`config.mk`:
```
export PLATFORM = sky130hd
export DESIGN_NAME = pcm_cfg_reg
export DESIGN_NICKNAME = d
export VERILOG_FILES = /design/src/rtl/pcm_pkg.sv /design/src/rtl/pcm_field_store.sv /design/src/rtl/pcm_window_chk.sv /design/src/rtl/pcm_cfg_reg.sv
export SDC_FILE = /design/constraint.sdc
export NUM_CORES = 1
export LEC_CHECK = 0
export ABC_CLOCK_PERIOD_IN_PS = 5400
export BUFFER_PORTS_ARGS = -buffer_cell sky130_fd_sc_hd__buf_2
export CAP_MARGIN = 20
export CORE_AREA = 2 2 71 90
export CTS_CLUSTER_SIZE = 10
export DETAILED_ROUTE_END_ITERATION = 16
export DIE_AREA = 0 0 73 92
export PLACE_DENSITY_LB_ADDON = 0.12
export SLEW_MARGIN = 20
export SYNTH_ARGS = -nofsm -noshare
export SYNTH_HDL_FRONTEND = slang
export SYNTH_SLANG_ARGS = --single-unit
```
`constraint.sdc`:
```
create_clock -name clk -period 5.4 [get_ports clk]
set_input_delay 0.27 -clock clk [delete_from_list [all_inputs] [get_ports clk]]
set_output_delay 0.27 -clock clk [all_outputs]
set_load 0.01 [all_outputs]
```
`src/rtl/pcm_pkg.sv`:
```
package pcm_pkg;
  localparam int REG_W    = 32;
  localparam int LANES    = REG_W / 8;
  localparam int MB_SHIFT = 20;
  localparam int BASE_W   = REG_W - MB_SHIFT;

  // bit positions that the layout fixes
  localparam int POS_PME  = 0;
  localparam int POS_EN   = 1;
  localparam int POS_LOCK = 2;
  localparam int POS_MODE = 3;
  localparam int POS_OVR  = 4;
  localparam int POS_MEF  = 6;

  typedef struct packed {
    logic [BASE_W-1:0] base;
    logic              mef;
    logic              ovr;
    logic              mode;
    logic              lock;
    logic              en;
    logic              pme;
  } pcm_fields_t;

  function automatic logic [REG_W-1:0] pcm_pack(pcm_fields_t f);
    logic [REG_W-1:0] w;
    w = '0;
    w[REG_W-1:MB_SHIFT] = f.base;
    w[POS_MEF]  = f.mef;
    w[POS_OVR]  = f.ovr;
    w[POS_MODE] = f.mode;
    w[POS_LOCK] = f.lock;
    w[POS_EN]   = f.en;
    w[POS_PME]  = f.pme;
    return w;
  endfunction
endpackage

```
`src/rtl/pcm_field_store.sv`:
```
module pcm_field_store
  import pcm_pkg::*;
(
  input  logic                clk,
  input  logic                rst,
  input  logic                wr_en,
  input  logic [LANES-1:0]    be,
  input  logic [REG_W-1:0]    wdata,
  input  logic                plat_lock,
  output pcm_fields_t         fields
);
  pcm_fields_t      f_q;
  logic [REG_W-1:0] cur_word;
  logic [REG_W-1:0] merged;
  logic             frz_all;
  logic             frz_en;

  assign cur_word = pcm_pack(f_q);

  // per-lane merge of write data over stored contents
  for (genvar g = 0; g < LANES; g++) begin : g_lane
    assign merged[8*g +: 8] = (wr_en && be[g]) ? wdata[8*g +: 8] : cur_word[8*g +: 8];
  end

  logic unused_rsvd;
  assign unused_rsvd = ^{merged[MB_SHIFT-1:POS_MEF+1], merged[POS_OVR+1]};

  // lock sources, all taken from stored state before this write
  assign frz_all = f_q.lock | plat_lock;
  assign frz_en  = f_q.en;

  always_ff @(posedge clk) begin
    if (rst) begin
      f_q <= '0;
    end else if (!frz_all) begin
      f_q.pme  <= merged[POS_PME];
      f_q.en   <= merged[POS_EN];
      f_q.lock <= merged[POS_LOCK];
      f_q.mode <= merged[POS_MODE];
      f_q.mef  <= merged[POS_MEF];
      if (!frz_en) begin
        f_q.base <= merged[REG_W-1:MB_SHIFT];
        f_q.ovr  <= merged[POS_OVR];
      end
    end
  end

  assign fields = f_q;

  AST_LOCK_STAYS_SET: assert property (@(posedge clk) disable iff (rst)
    f_q.lock |=> f_q.lock);
  AST_LOCK_FREEZES_ALL: assert property (@(posedge clk) disable iff (rst)
    f_q.lock |=> $stable(f_q));
  AST_BASE_HELD_BY_EN: assert property (@(posedge clk) disable iff (rst)
    f_q.en |=> $stable(f_q.base));
  AST_OVR_HELD_BY_EN: assert property (@(posedge clk) disable iff (rst)
    f_q.en |=> $stable(f_q.ovr));
  AST_PLAT_FREEZES_ALL: assert property (@(posedge clk) disable iff (rst)
    plat_lock |=> $stable(f_q));
endmodule

```
`src/rtl/pcm_window_chk.sv`:
```
module pcm_window_chk
  import pcm_pkg::*;
#(
  parameter int ADDR_W = 39
) (
  input  logic [BASE_W-1:0]          base_fld,
  input  logic                       pme,
  input  logic [ADDR_W-MB_SHIFT-1:0] top_mb,
  input  logic [ADDR_W-1:0]          addr,
  output logic                       hit
);
  localparam int TOP_W = ADDR_W - MB_SHIFT;

  logic [3:0]       size_mb;
  logic [TOP_W-1:0] size_ext;
  logic [TOP_W-1:0] lo_mb;
  logic [TOP_W-1:0] addr_mb;
  logic unused_low;

  always_comb begin
    case (base_fld)
      BASE_W'(0), BASE_W'(1): size_mb = 4'd1;
      BASE_W'(2):             size_mb = 4'd2;
      BASE_W'(3), BASE_W'(4): size_mb = 4'd4;
      default:                size_mb = 4'd8;
    endcase
  end

  assign size_ext = {{(TOP_W-4){1'b0}}, size_mb};
  assign lo_mb    = (top_mb >= size_ext) ? (top_mb - size_ext) : '0;
  assign addr_mb  = addr[ADDR_W-1:MB_SHIFT];
  assign unused_low = ^addr[MB_SHIFT-1:0];
  assign hit      = pme && (addr_mb >= lo_mb) && (addr_mb < top_mb);
endmodule

```
`src/rtl/pcm_cfg_reg.sv`:
```
module pcm_cfg_reg
  import pcm_pkg::*;
#(
  parameter int ADDR_W = 39
) (
  input  logic                       clk,
  input  logic                       rst,
  input  logic                       cfg_sel,
  input  logic                       cfg_wr,
  input  logic [3:0]                 cfg_be,
  input  logic [31:0]                cfg_wdata,
  output logic [31:0]                cfg_rdata,
  input  logic                       plat_lock,
  input  logic [ADDR_W-MB_SHIFT-1:0] stolen_top_mb,
  input  logic [ADDR_W-1:0]          acc_addr,
  output logic                       win_hit
);
  pcm_fields_t fields;
  logic        wr_en;

  assign wr_en = cfg_sel & cfg_wr;

  pcm_field_store u_store (
    .clk       (clk),
    .rst       (rst),
    .wr_en     (wr_en),
    .be        (cfg_be),
    .wdata     (cfg_wdata),
    .plat_lock (plat_lock),
    .fields    (fields)
  );

  pcm_window_chk #(.ADDR_W(ADDR_W)) u_win (
    .base_fld (fields.base),
    .pme      (fields.pme),
    .top_mb   (stolen_top_mb),
    .addr     (acc_addr),
    .hit      (win_hit)
  );

  assign cfg_rdata = pcm_pack(fields);

  AST_IDLE_NO_CHANGE: assert property (@(posedge clk) disable iff (rst)
    !wr_en |=> $stable(cfg_rdata));
  AST_RSVD_READ_ZERO: assert property (@(posedge clk) disable iff (rst)
    (cfg_rdata[19:7] == '0) && !cfg_rdata[5]);
  AST_HIT_NEEDS_PME: assert property (@(posedge clk) disable iff (rst)
    win_hit |-> cfg_rdata[POS_PME]);
  AST_HIT_BELOW_TOP: assert property (@(posedge clk) disable iff (rst)
    win_hit |-> (acc_addr[ADDR_W-1:MB_SHIFT] < stolen_top_mb));
endmodule

```
**Word level (Yosys, flattened, before mapping)**

Index checks and enable logic that the tools add are counted.

- Multipliers: 0
- Shift-type cells: 0
- Mux-type cells: 2
- $add $sub $neg: 1
- Reductions and logical operators: 12
- Magnitude comparators: 3
- Equal/unequal tests: 4
- Bitwise gates (word level): 4
- Divide/modulo/power cells: 0

Operators by type and width:

| cell | number |
|---|---|
| 12-bit by 2-bit equality test with 1-bit output, second input constant | 2 |
| 19-bit greater-or-equal comparator | 1 |
| 19-bit by 4-bit greater-or-equal comparator with 1-bit output | 1 |
| 19-bit less-than comparator | 1 |
| 19-bit two-way mux | 1 |
| 19-bit by 4-bit subtractor with 19-bit output | 1 |
| 12-bit by 1-bit equality test with 1-bit output, second input constant | 1 |
| 12-bit by 3-bit equality test with 1-bit output, second input constant | 1 |
| 12-bit logical NOT | 1 |
| 4-bit case mux with 3 select lines | 1 |
| 3-bit AND reduction | 3 |
| 1-bit logical AND | 5 |
| 2-bit OR reduction | 2 |
| 1-bit NOT | 2 |
| 2-bit AND reduction | 1 |
| 1-bit AND | 1 |
| 1-bit OR | 1 |

- Bits in latches: 0
- Bits of input ports: 99
- ROM bits: 0
- Word-level logic and storage cells: 34
- Bits in writable memories: 0
- Bits in registers: 18
- Memories: 0
- Output and inout bits: 33

**Depth between registers and ports, before layout**

Gate-level depths: netlist (run 1).

- Depth after elaboration: 8
- Depth in mapped cells: 16
- Mapped depth without buffers: 16

**By module**

From an unflattened synthesis (run 1), not the netlist that was laid out.

- Cells, all modules: 305
- Area, all modules: 2389.8 µm²

By module, submodules not included:

| module | cells an instance | instances | area an instance (µm²) | seq. area each (µm²) |
|---|---|---|---|---|
| pcm_window_chk | 209 | 1 | 1516.5 | 0.0 |
| pcm_field_store | 80 | 1 | 758.2 | 360.3 |
| pcm_cfg_reg | 16 | 1 | 115.1 | 0.0 |

**Least setup slack after synthesis (run 1)**

No wires, ideal clock.

- Kind: register to output
- Start point: register u_store.f_q (netlist bit u_store.fields[10])
- End point: output port win_hit
- Data required time: 5130 ps
- Setup slack: 1244 ps
- Path buffers: 0
- Data arrival time: 3886 ps
- Stages on the path, launching flop included: 15
- Cell sequence: dfxtp_1 nor4_1 nand3_1 or4b_2 ha_1 nor2b_1 o21a_1 o21a_1 nor4_1 mux2i_1 ha_1 and4_1 a221oi_1 or2_2 a211oi_1

- Cells in the longest elaborated chain, start to end: 8
- Elaborated cells between the ends (all ways): 14
- Those cells by class: 1 x add/sub; 2 x order compare; 4 x eq/ne; 2 x mux; 5 x reduce/logical

Ends and longest elaborated chain:

| item | line | text |
|---|---|---|
| from (decl) | pcm_field_store.sv:12 | `pcm_fields_t f_q;` |
| 12-bit by 2-bit equality test with 1-bit output, or another cell as far along | pcm_window_chk.sv:21 | `case (base_fld)` |
| 2-bit OR reduction | pcm_window_chk.sv:21 |  |
| 4-bit case mux with 3 select lines (*) | pcm_window_chk.sv:21 |  |
| 19-bit by 4-bit subtractor with 19-bit output / 19-bit by 4-bit greater-or-equal comparator with 1-bit output (equally long branches) | pcm_window_chk.sv:30 | `assign lo_mb = (top_mb >= size_ext) ? (top_mb - size_ext) : '0;` |
| 19-bit two-way mux (*) | pcm_window_chk.sv:30 |  |
| 19-bit greater-or-equal comparator (*) | pcm_window_chk.sv:33 | `assign hit = pme && (addr_mb >= lo_mb) && (addr_mb < top_mb);` |
| 1-bit logical AND (*) (2 in series) | pcm_window_chk.sv:33 |  |
| to (decl) | pcm_cfg_reg.sv:16 | `output logic win_hit` |

Every way passes the cells marked *; elsewhere a longest branch is shown, timed or not.

**Final worst setup path (run 1)**

Ends and elaborated chain as after synthesis.

==> results of run 1 <==
cells by family after synthesis:
group	count (synthesis)
simple gates	120
compound gates	63
buf+inv	44
fa+ha+maj	42
flops	18
xor+xnor	9
mux	2
other cells	1
worst max-delay path by stage:
stage                                   from       to  cells past startpoint
after floorplan           u_store.fields[10]  win_hit                     14
after global placement    u_store.fields[10]  win_hit                     16
after detailed placement  u_store.fields[10]  win_hit                     16
after CTS                 u_store.fields[10]  win_hit                     16
after global routing      u_store.fields[10]  win_hit                     16
final                     u_store.fields[10]  win_hit                     16
per-stage QoR:
| stage | utilization | instances | total power [mW] |
|---|---|---|---|
| after floorplan | - | 312 | 0.257 |
| after global placement | 0.447 | 441 | 0.313 |
| after detailed placement | 0.447 | 441 | 0.316 |
| after CTS | 0.456 | 445 | 0.424 |
| after global routing | 0.458 | 445 | 0.456 |
| final | 0.458 | 445 | 0.420 |
sequential cells by signal, indices dropped and copies added (netlist names):
name,flops
u_store.frz_en,1
u_store.fields,17
metal layers:
layer,routed length (um),part of all wire,vias up,global-route usage
li1,-,-,1211,-
met1,2380,0.42,1018,0.204
met2,2930,0.51,71,0.310
met3,276,0.048,8,0.0154
met4,114,0.020,0,0.0540
met5,0,0,-,0
layout make-up:
type                    count  area, um2  area share
multi-input cells         250       1730       0.633
flip-flops and latches     18        360       0.132
repair buffers             83        418       0.153
inverters                  22       82.6      0.0302
clock buffers               4       55.1      0.0202
well taps                  68       85.1      0.0312
worst reg2reg max path, stage by stage, from the launching register on:
cell and delay, ns:
dfxtp_1 0.33, nor2_1 0.13, and4b_1 0.49, nand2_1 0.29, nand2_1 0.14, a21oi_1 0.07
where the power goes:
| group | switching, mW | internal [mW] |
|---|---|---|
| Clock | 0.0425 | 0.0647 |
| Combinational | 0.0993 | 0.0752 |
| Sequential | 0.00224 | 0.136 |
| Total | 0.144 | 0.275 |
synthesized netlist by cell type (3+ instances only):
master     n
ha_1      41
o21ai_0    9
buf_4     16
nand4_1    8
and4_1     4
xnor2_1    9
nand3_1   20
a221oi_1   3
dfxtp_1   18
nor3_1     9
nand2_1   39
nor2_1    12
nor2b_1    4
a211oi_1   4
nor4_1     5
a21o_1     5
nand2b_1   3
a21oi_1   30
o21a_1     4
inv_1     22
clkbuf_1   4
timing repair:
item | CTS | global route
resized for setup | 0 | 1
endpoints found under the setup margin | 0 | 1
setup buffers | 0 | 0
==> out/metrics.csv, run 1 <==
metric;value;unit
final_cell_mix;buf_2, ha_1, nand2_1, a21oi_1, inv_1;
dieArea;6720;um2
cts_buffers;3;
path_class;reg2out;
placed_area;2670;um2
tightest_slew;0.987;ns
path_delay_family;simple AND/OR/NAND/NOR gates;
cp.buffers_inverters;1;
ant_nets;0;
r2r_cells;5;
cp_slowest_cell;or4b_2;
r2r_end;u_store.fields[13];
holdPathStages;3;
outcome;completed;
hold_violations;0;
gr-usage-all-layers;0.170;
setup_violations;0;
ys_seq_elements;18;
synth_top_family_by_area;simple AND/OR/NAND/NOR gates;
critPathMaxFanout;14;
route.detailed.drc;0;
synth_compound_area_frac;0.174;
max_stage_delay;0.69;ns
grt_pass1_vias;2120;
fin_crit_sh;0.914;
power.leakage;1.35;nW
cts_sinks;18;
mostFrequentLayoutCell;buf_2;
core;5970;um2
gr-total-overflow;0;
route.vias.total;2308;
die_h;92;um
cts_tree;yes;
via_per_inst;5.19;
final_area;2730;um2
async_reset_ff_frac;0;
dp_hpwl;4950;um
synthXorXnorAreaFrac;0.0348;
num_antenna_cells;0;
grt_max_degree;19;
synth_fa_ha_area_frac;0.235;
synth_area_leader_cell;ha_1;
cts-hold-fix-buffers;0;
drv_slew;0;
rows;32;
clk_latency;0.25;ns
cts_max_path_buffers;2;
muxShareOfSynthArea;0.00883;
drtIter0Drc;75;
wl;5710;um
portBuffers;82;
setup.worst_path.end_class;primary output;
num-nets-final;519;
yosysWarningCount;0;
syn_avg_cell_area;7.58;um2
cts.htree.levels;1;
fin_crit;4.94;ns
pre_cts_slack;0.536;ns
hold_end;u_store.fields[2];
hold_start;cfg_wdata[2];
wl_per_cell;12.8;um
first_pass_iters;4;
place.gp.congestion;0.828;
postLayoutSetupSlackWorst;0.464;ns
timing.fmax;0.203;GHz
synth_top_area_share;0.226;
root_buffer;clkbuf_8;
drive_gt1_frac;0.263;
hold_ws;0.253;ns
ff2ff_setup_slack;3.84;ns
ios;132;
slew_headroom;0.336;
peakVddDrop;165;uV
antenna_found_initial;0;
ys.flop_type;dfxtp_1;
synth_edf_count;0;
syn_inst;299;
timing.rr.start;u_store.fields[2];
finClkSkew;0.00546;ns
grt_pass1_wl;9270;um
ys_top_cells_by_area;ha_1, dfxtp_1, a21oi_1, nand2_1, buf_4;
yosys.area_share.simple;0.283;
cts.clk_slew.worst_paths;0.07;ns
crit_chain;nor4_1, nand3_1, or4b_2, nand3b_1, ha_1, and4_2, a311oi_4, nand3_4, o21ai_0, ha_1, and4_1, o21ai_0, o221ai_1, a221oi_1, a211oi_1, buf_2;
synth_area;2270;um2
cap_violations;0;
netlist-cell-type-count;46;
initial_core_util;0.380;
start_kind;flop;
nFillCells;640;
power-per-cell-area;154;nW/um2
hold_path_class;in2reg;
cp.arrival;4.67;ns
rsz0062_at_grt;no;
cp.required;5.13;ns
finalSetupTns;0;ns
yosysSeqAreaShare;0.159;
synthToLayoutAreaGrowth;20.5;%
die_w;73;um
No activity file was read; power rests on OpenSTA's default activity.
==> run 2, diff against run 1 <==
--- a/config.mk
+++ b/config.mk
@@ -6,13 +6,14 @@
 export NUM_CORES = 1
 export LEC_CHECK = 0
 export ABC_CLOCK_PERIOD_IN_PS = 5400
-export BUFFER_PORTS_ARGS = -buffer_cell sky130_fd_sc_hd__buf_2
 export CAP_MARGIN = 20
-export CORE_AREA = 2 2 71 90
+export CORE_AREA = 2 2 83 77
 export CTS_CLUSTER_SIZE = 10
 export DETAILED_ROUTE_END_ITERATION = 16
-export DIE_AREA = 0 0 73 92
+export DIE_AREA = 0 0 85 79
+export DONT_BUFFER_PORTS = 1
 export PLACE_DENSITY_LB_ADDON = 0.12
+export SETUP_SLACK_MARGIN = 0.1
 export SLEW_MARGIN = 20
 export SYNTH_ARGS = -nofsm -noshare
 export SYNTH_HDL_FRONTEND = slang
==> run 2 against run 1 <==
Compared with the run above: first-iteration DRC count down 19%; sequential cell count unchanged; sequential power about the same; highest routed layer unchanged.
==> out/metrics.csv, run 2 (same netlist as run 1, synthesis figures left out) <==
metric;value;unit
cts_tree;yes;
cts_buffers;3;
fin_crit;4.96;ns
setup_violations;0;
r2r_cells;5;
die_h;79;um
initial_core_util;0.383;
route.vias.total;2037;
slew_headroom;0.266;
grt_pass1_vias;2006;
core;5910;um2
ff_latch_area;360;um2
synthToLayoutAreaGrowth;2.82;%
ios;132;
cts.clk_slew.worst_paths;0.07;ns
hold_end;u_store.fields[9];
mostFrequentLayoutCell;ha_1;
cts-hold-fix-buffers;0;
dieArea;6720;um2
timing.fmax;0.202;GHz
outcome;completed;
critPathMaxFanout;14;
finClkSkew;0.00410;ns
start_kind;flop;
route.detailed.drc;0;
antenna_found_initial;0;
drv_slew;0;
portBuffers;0;
cts_sinks;18;
gr-total-overflow;0;
wl;5600;um
power;0.387;mW
multiInputGateArea;1730;um2
cts_max_path_buffers;2;
final_cell_mix;ha_1, nand2_1, a21oi_1, inv_1, nand3_1;
largest_register_ffs;17;
power.leakage;0.999;nW
cp.arrival;4.69;ns
dp_hpwl;4690;um
hold_path_class;in2reg;
r2r_end;u_store.fields[17];
ant_nets;0;
hold_start;rst;
holdPathStages;1;
cts.htree.levels;1;
root_buffer;clkbuf_8;
peakVddDrop;102;uV
rows;27;
first_pass_iters;4;
timing.rr.start;u_store.fields[2];
wl_per_cell;15.3;um
finalSetupTns;0;ns
num-nets-final;437;
ff2ff_setup_slack;3.77;ns
die_w;85;um
place.gp.congestion;0.753;
clk_latency;0.26;ns
path_class;reg2out;
tightest_slew;1.09;ns
drtIter0Drc;61;
cp.required;5.13;ns
grt_pass1_wl;9300;um
gr-usage-all-layers;0.168;
grt_max_degree;19;
drive_gt1_frac;0.0610;
setup.worst_path.end_class;primary output;
fin_crit_sh;0.919;
hold_violations;0;
num_antenna_cells;0;
fin_util;0.394;
power-per-cell-area;166;nW/um2
nFillCells;619;
cap_violations;0;
rsz0062_at_grt;no;
via_per_inst;5.55;
==> run 2: cell count changes in the layout (fill, tap and decap cells not counted), sizes merged <==
cell,delta
buf,-82
==> run 2: metal layers <==
metal  vias to the layer above  global-route usage  wire (um)
li1                       1049                   -          -
met3                         5              0.0541        444
met1                       920               0.234       2710
met5                         -                   0          0
met2                        63               0.259       2420
met4                         0              0.0222         25
==> run 2: how the worst max path moves through the flow <==
stage | start | depth (start not counted) | endpoint | slack, ns
2_1_floorplan | u_store.fields[10] | 14 | win_hit | 1.24
3_3_place_gp | u_store.fields[10] | 15 | win_hit | 0.52
3_5_place_dp | u_store.fields[10] | 15 | win_hit | 0.50
4_1_cts | u_store.fields[10] | 15 | win_hit | 0.20
5_1_grt | u_store.fields[10] | 15 | win_hit | 0.17
6_report | u_store.fields[10] | 15 | win_hit | 0.44
==> run 2: final cells by class <==
class,instances,share of cell area
well taps,72,0.0387
inverters,22,0.0354
repair buffers,1,0.00322
clock buffers,4,0.0236
flip-flops and latches,18,0.155
multi-input cells,250,0.744
==> run 2: per-stage QoR <==
stage | setup WS, ns | area (um2) | hold WS, ns | instances
floorplan | 1.24 | 2310 | 0.406 | 312
global placement | 0.523 | 2260 | 0.341 | 363
detailed placement | 0.504 | 2260 | 0.343 | 363
CTS | 0.202 | 2320 | 0.0668 | 367
global route | 0.171 | 2330 | 0.0646 | 367
finish | 0.439 | 2330 | 0.0728 | 367
==> run 2: timing repair <==
item / in CTS / in global routing
setup endpoints to repair: 0 / 1
gates resized for setup: 0 / 2
buffers inserted: 0 / 0
==> run 2: power breakdown <==
part	switching, mW	internal (mW)
clock	0.0454	0.0648
sequential	0.00404	0.136
combinational	0.0795	0.0578
total	0.129	0.258
==> run 2: worst max-delay path, stage by stage, from the launching register on <==
cell	delay, ns
dfxtp_1	0.35
nor4_1	0.39
nand3_1	0.20
or4b_2	0.69
nand3b_1	0.13
ha_1	0.27
and4_2	0.26
a311oi_4	0.41
nand3_4	0.28
o21ai_0	0.17
ha_1	0.26
and4_1	0.20
o21ai_0	0.08
o221ai_1	0.20
a221oi_1	0.35
a211oi_2	0.17
